File: src/rtl/rxq_pkg.sv
package rxq_pkg;

    localparam int ENTRY_W = 12;
    localparam int REG_W   = 16;

    localparam logic [1:0] ADDR_DATA = 2'd0;
    localparam logic [1:0] ADDR_ERR  = 2'd1;
    localparam logic [1:0] ADDR_STAT = 2'd2;
    localparam logic [1:0] ADDR_LCTL = 2'd3;

    // entry tag positions
    localparam int TAG_FRM = 8;
    localparam int TAG_PAR = 9;
    localparam int TAG_BRK = 10;
    localparam int TAG_OVR = 11;

    typedef enum logic [2:0] {
        ST_IDLE,
        ST_START,
        ST_DATA,
        ST_PAR,
        ST_STOP1,
        ST_STOP2,
        ST_WAITHI
    } rx_state_e;

    typedef struct packed {
        rx_state_e   st;
        logic [3:0]  cnt;
        logic [3:0]  nbit;
        logic [7:0]  shreg;
        logic        pbit;
        logic        zero;
        logic        ferr;
    } deframe_s;

endpackage

File: src/rtl/rxq_deframer.sv
module rxq_deframer
    import rxq_pkg::*;
(
    input  logic               clk,
    input  logic               rst_n,
    input  logic               tick,
    input  logic               rxd,
    input  logic [7:0]         lctl,
    output logic               done,
    output logic [ENTRY_W-1:0] entry,
    output logic               busy
);

    localparam logic [3:0] MID_CNT = 4'd7;

    deframe_s q, d;

    logic       samp;
    logic       pen, even, stick, two_stop;
    logic [1:0] wlen;
    logic [3:0] last_bit;
    logic [7:0] data_al;
    logic       exp_par;
    logic       finish;

    always_comb begin
        wlen     = lctl[6:5];
        pen      = lctl[1];
        even     = lctl[2];
        two_stop = lctl[3];
        stick    = lctl[7];
        last_bit = {2'b00, wlen} + 4'd4;
        data_al  = q.shreg >> (2'd3 - wlen);
        if (stick)
            exp_par = ~even;
        else if (even)
            exp_par = ^data_al;
        else
            exp_par = ~(^data_al);
    end

    always_comb begin
        d      = q;
        done   = 1'b0;
        entry  = '0;
        finish = 1'b0;
        samp   = tick && (q.cnt == MID_CNT);
        if (tick)
            d.cnt = q.cnt + 4'd1;

        case (q.st)
            ST_IDLE: begin
                if (tick && !rxd) begin
                    d.st  = ST_START;
                    d.cnt = 4'd0;
                end
            end
            ST_START: begin
                if (samp) begin
                    if (rxd) begin
                        d.st = ST_IDLE;
                    end else begin
                        d.st    = ST_DATA;
                        d.nbit  = 4'd0;
                        d.zero  = 1'b1;
                        d.shreg = '0;
                        d.ferr  = 1'b0;
                        d.pbit  = 1'b0;
                    end
                end
            end
            ST_DATA: begin
                if (samp) begin
                    d.shreg = {rxd, q.shreg[7:1]};
                    d.zero  = q.zero & ~rxd;
                    d.nbit  = q.nbit + 4'd1;
                    if (q.nbit == last_bit)
                        d.st = pen ? ST_PAR : ST_STOP1;
                end
            end
            ST_PAR: begin
                if (samp) begin
                    d.pbit = rxd;
                    d.zero = q.zero & ~rxd;
                    d.st   = ST_STOP1;
                end
            end
            ST_STOP1: begin
                if (samp) begin
                    d.zero = q.zero & ~rxd;
                    d.ferr = ~rxd;
                    if (two_stop)
                        d.st = ST_STOP2;
                    else
                        finish = 1'b1;
                end
            end
            ST_STOP2: begin
                if (samp) begin
                    d.zero = q.zero & ~rxd;
                    d.ferr = q.ferr | ~rxd;
                    finish = 1'b1;
                end
            end
            ST_WAITHI: begin
                if (tick && rxd)
                    d.st = ST_IDLE;
            end
            default: d.st = ST_IDLE;
        endcase

        if (finish) begin
            done = 1'b1;
            if (d.zero) begin
                entry[TAG_BRK] = 1'b1;
                entry[TAG_FRM] = 1'b1;
                d.st           = ST_WAITHI;
            end else begin
                entry[7:0]     = data_al;
                entry[TAG_PAR] = pen && (q.pbit != exp_par);
                entry[TAG_FRM] = d.ferr;
                d.st           = ST_IDLE;
            end
        end
    end

    always_ff @(posedge clk or negedge rst_n) begin
        if (!rst_n) begin
            q <= '{st: ST_IDLE, cnt: 4'd0, nbit: 4'd0, shreg: 8'd0,
                   pbit: 1'b0, zero: 1'b0, ferr: 1'b0};
        end else begin
            q <= d;
        end
    end

    assign busy = (q.st != ST_IDLE);

endmodule

File: src/rtl/rxq_fifo.sv
module rxq_fifo #(
    parameter int DEPTH = 32,
    parameter int W     = 12,
    parameter int OVR_BIT = 11
) (
    input  logic                     clk,
    input  logic                     rst_n,
    input  logic                     cap_one,
    input  logic                     push,
    input  logic [W-1:0]             din,
    input  logic                     pop,
    output logic [W-1:0]             dout,
    output logic                     empty,
    output logic                     full,
    output logic [$clog2(DEPTH+1)-1:0] count,
    output logic                     ovr
);

    localparam int AW = (DEPTH > 1) ? $clog2(DEPTH) : 1;
    localparam int CW = $clog2(DEPTH + 1);
    localparam logic [AW-1:0] LAST_IDX = AW'(DEPTH - 1);
    localparam logic [CW-1:0] CAP_FULL = CW'(DEPTH);

    typedef struct packed {
        logic [DEPTH-1:0][W-1:0] mem;
        logic [AW-1:0]           wptr;
        logic [AW-1:0]           rptr;
        logic [CW-1:0]           cnt;
    } fifo_s;

    fifo_s q, d;

    logic [CW-1:0] cap;
    logic [AW-1:0] newest;
    logic          do_pop, do_push;

    function automatic logic [AW-1:0] bump(input logic [AW-1:0] p);
        return (p == LAST_IDX) ? '0 : p + AW'(1);
    endfunction

    always_comb begin
        cap     = cap_one ? CW'(1) : CAP_FULL;
        empty   = (q.cnt == '0);
        full    = (q.cnt >= cap);
        newest  = (q.wptr == '0) ? LAST_IDX : q.wptr - AW'(1);
        do_pop  = pop && !empty;
        do_push = push && (!full || do_pop);
        ovr     = push && full && !do_pop;
        dout    = empty ? '0 : q.mem[q.rptr];
        count   = q.cnt;

        d = q;
        if (ovr)
            d.mem[newest][OVR_BIT] = 1'b1;
        if (do_push) begin
            d.mem[q.wptr] = din;
            d.wptr        = bump(q.wptr);
        end
        if (do_pop)
            d.rptr = bump(q.rptr);
        case ({do_push, do_pop})
            2'b10:   d.cnt = q.cnt + CW'(1);
            2'b01:   d.cnt = q.cnt - CW'(1);
            default: d.cnt = q.cnt;
        endcase
    end

    always_ff @(posedge clk or negedge rst_n) begin
        if (!rst_n)
            q <= '0;
        else
            q <= d;
    end

endmodule

File: src/rtl/rxq_uart_rx.sv
module rxq_uart_rx
    import rxq_pkg::*;
#(
    parameter int DEPTH = 32
) (
    input  logic             clk,
    input  logic             rst_n,
    input  logic             os_tick,
    input  logic             rxd,
    input  logic [1:0]       reg_addr,
    input  logic             reg_rd,
    input  logic             reg_wr,
    input  logic [REG_W-1:0] reg_wdata,
    output logic [REG_W-1:0] reg_rdata
);

    localparam int CW = $clog2(DEPTH + 1);

    typedef struct packed {
        logic [7:0] lctl;
        logic [3:0] sticky;
    } regs_s;

    regs_s q, d;

    logic               char_done;
    logic [ENTRY_W-1:0] char_entry;
    logic               rx_busy;
    logic               fifo_pop;
    logic [ENTRY_W-1:0] fifo_head;
    logic               fifo_empty, fifo_full, fifo_ovr;
    logic [CW-1:0]      fifo_count;
    logic [3:0]         sticky_set;
    logic [3:0]         sticky_q;

    rxq_deframer u_deframer (
        .clk   (clk),
        .rst_n (rst_n),
        .tick  (os_tick),
        .rxd   (rxd),
        .lctl  (q.lctl),
        .done  (char_done),
        .entry (char_entry),
        .busy  (rx_busy)
    );

    rxq_fifo #(
        .DEPTH   (DEPTH),
        .W       (ENTRY_W),
        .OVR_BIT (TAG_OVR)
    ) u_fifo (
        .clk     (clk),
        .rst_n   (rst_n),
        .cap_one (~q.lctl[4]),
        .push    (char_done),
        .din     (char_entry),
        .pop     (fifo_pop),
        .dout    (fifo_head),
        .empty   (fifo_empty),
        .full    (fifo_full),
        .count   (fifo_count),
        .ovr     (fifo_ovr)
    );

    always_comb begin
        fifo_pop = reg_rd && (reg_addr == ADDR_DATA);

        sticky_set = {fifo_ovr,
                      char_done & char_entry[TAG_BRK],
                      char_done & char_entry[TAG_PAR],
                      char_done & char_entry[TAG_FRM]};

        d = q;
        if (reg_wr && reg_addr == ADDR_LCTL)
            d.lctl = reg_wdata[7:0];
        if (reg_wr && reg_addr == ADDR_ERR)
            d.sticky = '0;
        d.sticky = d.sticky | sticky_set;

        reg_rdata = '0;
        case (reg_addr)
            ADDR_DATA: reg_rdata[ENTRY_W-1:0] = fifo_head;
            ADDR_ERR:  reg_rdata[3:0]         = q.sticky;
            ADDR_STAT: begin
                reg_rdata[3] = rx_busy;
                reg_rdata[4] = fifo_empty;
                reg_rdata[6] = fifo_full;
            end
            default:   reg_rdata[7:0]         = q.lctl;
        endcase
    end

    always_ff @(posedge clk or negedge rst_n) begin
        if (!rst_n)
            q <= '0;
        else
            q <= d;
    end

    assign sticky_q = q.sticky;

endmodule

File: config.mk
export PLATFORM = sky130hd
export DESIGN_NAME = rxq_uart_rx
export DESIGN_NICKNAME = d
export VERILOG_FILES = /design/src/rtl/rxq_pkg.sv /design/src/rtl/rxq_deframer.sv /design/src/rtl/rxq_fifo.sv /design/src/rtl/rxq_uart_rx.sv
export SDC_FILE = /design/constraint.sdc
export NUM_CORES = 1
export LEC_CHECK = 0
export ABC_CLOCK_PERIOD_IN_PS = 3790
export BUFFER_PORTS_ARGS = -buffer_cell sky130_fd_sc_hd__buf_2
export CAP_MARGIN = 20
export CORE_ASPECT_RATIO = 1.25
export CORE_UTILIZATION = 57
export DETAILED_ROUTE_END_ITERATION = 7
export PLACE_DENSITY_LB_ADDON = 0.3
export SLEW_MARGIN = 10
export SYNTH_ARGS = -nofsm -noshare
export SYNTH_HDL_FRONTEND = slang
export SYNTH_HIERARCHICAL = 1
export SYNTH_SLANG_ARGS = --single-unit
File: constraint.sdc
create_clock -name clk -period 3.79 [get_ports clk]
set_clock_uncertainty 0.2 [all_clocks]
set_input_delay 0.1895 -clock clk [delete_from_list [all_inputs] [get_ports clk]]
set_output_delay 0.1895 -clock clk [all_outputs]
set_load 0.05 [all_outputs]
Word level (Yosys, flattened, before mapping)
Cells that the tools add are included.
{"block": "op_classes", "n_eq_ne": 29, "add_sub_neg": 9, "shifts": 1, "order_cmp": 6, "reduce_logical": 31, "n_bitwise": 10, "n_mux": 61}
{"cell": "$mux W389", "count": 1}
{"cell": "$bwmux W384", "count": 1}
{"cell": "$mux W384", "count": 1}
{"cell": "$or A384 B384 Y384", "count": 1}
{"cell": "$demux W12 S5", "count": 2}
{"cell": "$bmux W12 S5", "count": 1}
{"cell": "$mux W12", "count": 5}
{"cell": "$mux W15", "count": 2}
{"cell": "$mux W3", "count": 10}
{"cell": "$pmux W12 S2", "count": 1}
{"cell": "$ne A3 B1 Y1 const B", "count": 7}
{"cell": "$pmux W3 S7", "count": 1}
{"cell": "$lt A5 B6 Y1 const B", "count": 3}
{"cell": "$mux W4", "count": 4}
{"cell": "$mux W5", "count": 3}
{"cell": "$logic_and A1 B1 Y1", "count": 13}
{"cell": "$pmux W1 S3", "count": 4}
{"cell": "$pmux W6 S2", "count": 1}
{"cell": "$mux W11", "count": 1}
{"cell": "$add A5 B1 Y5 const B", "count": 2}
{"cell": "$eq A5 B5 Y1 const B", "count": 2}
{"cell": "$ge A5 B1 Y1 const B", "count": 2}
{"cell": "$mux W1", "count": 10}
{"cell": "$eq A3 B3 Y1 const B", "count": 3}
{"cell": "41 further kinds", "count": 66}
{"block": "totals", "regBits": 434, "out_inout_bits": 16}

Longest topological paths before layout
{"block": "depth", "depth_word": 12, "mapped_depth": 16}

Hierarchy
The synthesis kept the hierarchy.
{"module": "rxq_fifo", "area_each_um2": 19178.4, "n_inst": 1, "seq_area_each_um2": 10009.6, "cells_each": 1339}
{"module": "rxq_deframer", "area_each_um2": 1473.9, "n_inst": 1, "seq_area_each_um2": 550.5, "cells_each": 158}
{"module": "rxq_uart_rx", "area_each_um2": 690.7, "n_inst": 1, "seq_area_each_um2": 300.3, "cells_each": 54}

Least setup slack after synthesis
No wires, ideal clock.
{"block": "synth_path", "path_kind": "register to register", "start": "register u_deframer/q[15] in the netlist's numbering", "end": "register u_fifo.q, in the netlist u_fifo/count[4]", "path_stages_with_launch": 16, "arrival_time_ns": 3.553, "path_slack_ns": -0.042, "cell_sequence": "dfrtp_1 > ha_1 > nand4b_1 > a2111oi_2 > a21boi_2 > buf_6 > inv_1 > ha_1 > clkbuf_1 > xor2_1 > ha_1 > inv_1 > o21ai_0 > a21o_1 > a31oi_1 > xor2_1"}
{"block": "synth_via", "elab_chain_cells": 8, "elab_cells_between_ends": 11}
{"element": "start: declaration", "line_no": "rxq_deframer.sv:16", "rtl": "deframe_s q, d;"}
{"element": "start signal: assignment", "line_no": "rxq_deframer.sv:129", "rtl": "q <= '{st: ST_IDLE, cnt: 4'd0, nbit: 4'd0, shreg: 8'd0,"}
{"element": "$eq A4 B3 Y1 (*)", "line_no": "rxq_deframer.sv:47", "rtl": "samp = tick && (q.cnt == MID_CNT);"}
{"element": "$logic_and A1 B1 Y1 (*)", "line_no": "rxq_deframer.sv:47"}
{"element": "$mux W1, on equally long branches", "line_no": "rxq_deframer.sv:99, rxq_deframer.sv:89"}
{"element": "$pmux W1 S2 (*)", "line_no": "rxq_deframer.sv:51", "rtl": "case (q.st)"}
{"element": "$mux W1 (*)", "line_no": "rxq_deframer.sv:112", "rtl": "if (finish) begin"}
{"element": "net char_done", "line_no": "rxq_uart_rx.sv:26", "rtl": "logic char_done;"}
{"element": "$logic_and A1 B1 Y1 (*)", "line_no": "rxq_fifo.sv:47", "rtl": "do_push = push && (!full || do_pop);"}
{"element": "$eq A2 B1 Y1 or $eq A2 B2 Y1 (tied branches)", "line_no": "rxq_fifo.sv:61", "rtl": "case ({do_push, do_pop})"}
{"element": "$pmux W6 S2 or $reduce_bool A2 Y1 (tied branches)"}
{"element": "end signal: assignment", "line_no": "rxq_fifo.sv:70", "rtl": "q <= '0;"}
{"element": "end signal: assignment", "line_no": "rxq_fifo.sv:72", "rtl": "q <= d;"}
{"element": "end: declaration", "line_no": "rxq_fifo.sv:31", "rtl": "fifo_s q, d;"}
The timed path passes the listed nets; every way through them passes the cells marked *.
A chain may end at the register's enable or synchronous reset.

Final worst setup path
{"block": "layout_path", "start": "register u_fifo/q[6] in the netlist's numbering", "end": "output reg_rdata[6]"}
{"block": "layout_via", "elab_chain_cells": 4}
{"element": "$bmux W12 S5", "line_no": "rxq_fifo.sv:49", "rtl": "dout = empty ? '0 : q.mem[q.rptr];"}
{"element": "$mux W12 (implied by the code)", "line_no": "rxq_fifo.sv:49"}
{"element": "$mux W12", "line_no": "rxq_fifo.sv:49"}
{"element": "net fifo_head[6]", "line_no": "rxq_uart_rx.sv:30", "rtl": "logic [ENTRY_W-1:0] fifo_head;"}
{"element": "$pmux W1 S3", "line_no": "rxq_uart_rx.sv:81", "rtl": "case (reg_addr)"}
{"element": "end: declaration", "line_no": "rxq_uart_rx.sv:14", "rtl": "output logic [REG_W-1:0] reg_rdata"}
The timed path passes the listed nets, and every way through them passes these cells. The select of a mux whose other input is x is not followed.

==> results.toml <==
[status]
status = "finished with violations"
violations = "negative setup slack"

[placement]
dp_hpwl_um = 32620
portBuffers = 27
routabilityCongestion = 0.9090

[sta]
drv_slew = 0
relSlewSlack_pct = 33.95
tightest_slew_ns = 0.9908
setup_tns_ns = -0.01972
worst_slack_ns = -0.01972
max_freq_ghz = 0.2625
hold_viol_final = 0
setup_violations = 1
period_minus_slack_ns = 3.810
rsz0062_at_grt = "yes"
whs_ns = 0.04408
fin_crit_sh_pct = 100.5

[detailed_routing]
drc = 0
routed-via-count = 13520
drt-total-wl_um = 51970
drtPass1Iterations = 6
drtIter0Drc = 997
antenna_left = 0
via_per_inst = 6.426
route.detailed.wl_per_inst_um = 24.70

[global_route]
grt-ovfl-total = 0
grtUsageTotal_pct = 28.17
grt_pass1_vias = 14300
grt_pass1_wl_um = 81430
antenna_found_initial = 0
grt_max_degree = 116

[yosys]
ys_warn_count = 6
syn_area_per_cell_um2 = 13.79
synthesis.area_um2 = 21300
netlist_instances = 1545

[layout]
multi_input_area_um2 = 9774
n_fill_cell = 2581
layout-drive-gt1-share_pct = 42.18
syn_to_final_growth_pct = 12.44
ff_latch_area_um2 = 10870
nNetsFinal = 1635
num_antenna_cells = 0

[worst_hold_path]
hold_path_class = "input pin to flop"
min_from = "reg_rd"

[power]
leakage_nw = 11.36
peakVddDrop_mv = 0.3010
p_per_area_nw_per_um2 = 528.3

[clock_network]
clk_pin_slew_ns = 0.07
htreeDepth = 2
cts_tree = "built"
cts_num_sinks = 434
cts_buffers = 43
clockBufferDepth = 3
root_buffer = "clkbuf_16"
clk_latency_ns = 0.55

[job]
drv_cap = 0

[die]
pin_count = 40
dieArea_um2 = 38150
die_w_um = 174.9
rows = 78
die_height_um = 218.1
core-area_um2 = 36600
initial_core_util_pct = 58.19

[critical_path]
critPathLaunchType = "flop"
required_ns = 3.40
cp-startpoint = "u_fifo/q[6]$_DFFE_PN0P_"
path_class = "flop to primary output"
cp.arrival_ns = 3.42
critPathMaxFanout = 14
r2r_start = "u_deframer/q[19]$_DFFE_PN0P_"
endpoint_kind = "primary output"
==> layer usage <==
metal  vias up  wire length [um]  GRT usage, %
met1      7127             20480         35.11
met2       460             26750         49.50
met3       128              2459         3.010
li1       5806                 -             -
met5         -                 0             0
met4         0              2281         12.87
==> through the flow <==
stage	setup WS [ns]	total power, mW	instance area (um^2)	cells	util [%]
after global placement	0.4838	8.179	22220	2003	60.72
after floorplan	0.1900	7.166	21320	1548	-
after CTS	0.01561	12.68	23920	2102	65.37
after global routing	-0.05543	13.14	23950	2104	65.44
after detailed placement	0.3798	8.244	22220	2003	60.72
final	-0.01972	12.65	23950	2104	65.44
==> cell type report <==
cell class / instances / share of cell area (%)
Multi-Input combinational cell: 956 / 40.81
Clock inverter: 14 / 0.6583
Sequential cell: 434 / 45.39
Inverter: 17 / 0.2665
Tap cell: 480 / 2.508
Timing Repair Buffer: 142 / 4.953
Clock buffer: 61 / 5.413
==> flip-flops by register name, summed over array words and instances, names as in the netlist <==
register / cells
u_fifo/q: 394
u_deframer/q: 22
u_fifo/count: 6
q: 8
sticky_q: 4
==> where the power goes <==
part | internal, mW | switching, mW
registers | 4.81 | 0.389
logic | 1.27 | 1.84
clock network | 2.58 | 1.76
total | 8.66 | 3.99
==> layout by cell type (no fill, tap or decap), types with 11 or more instances in the layout <==
cell type / instances
a211oi_1: 12
a21oi_1: 45
a21oi_2: 11
a22o_1: 16
a22oi_1: 13
a31oi_1: 13
and2_1: 11
and3_1: 11
buf_2: 26
buf_4: 82
clkbuf_16: 45
clkbuf_8: 11
dfrtp_1: 431
dlygate4sd3_1: 23
ha_1: 17
inv_1: 16
mux2_1: 17
mux2_2: 361
mux2i_1: 35
mux4_2: 98
nand2_1: 71
nand3_1: 22
nor2_1: 32
o21ai_0: 28
o22ai_1: 12
==> worst paths after layout <==
path / to / cells past startpoint / slack, ns
max: reg_rdata[6] / 7 / -0.02
min: u_fifo/q[7]$_DFFE_PN0P_ / 6 / 0.04
max reg2reg: u_fifo/count[5]$_DFFE_PN0P_ / 10 / 0.27
min reg2reg: u_fifo/q[251]$_DFFE_PN0P_ / 1 / 0.29
max in group asynchronous: u_fifo/q[135]$_DFF_PN0_ / 3 / 2.22
min in group asynchronous: u_fifo/count[3]$_DFFE_PN0P_ / 2 / 0.10
==> timing repair <==
action                     CTS  global route
hold endpoints to repair   130             0
setup buffers                1             2
setup endpoints to repair    9             9
resized for setup            3             9
hold buffers                23             0
==> worst max-delay path: stages, from the launching register on <==
cell       delay (ns)
dfrtp_4          0.63
buf_4            0.36
buf_4            0.20
mux4_2           0.51
mux2i_1          0.41
a2111oi_0        0.25
a22o_1           0.28
buf_2            0.21
Power figures use the tool's default switching activity.
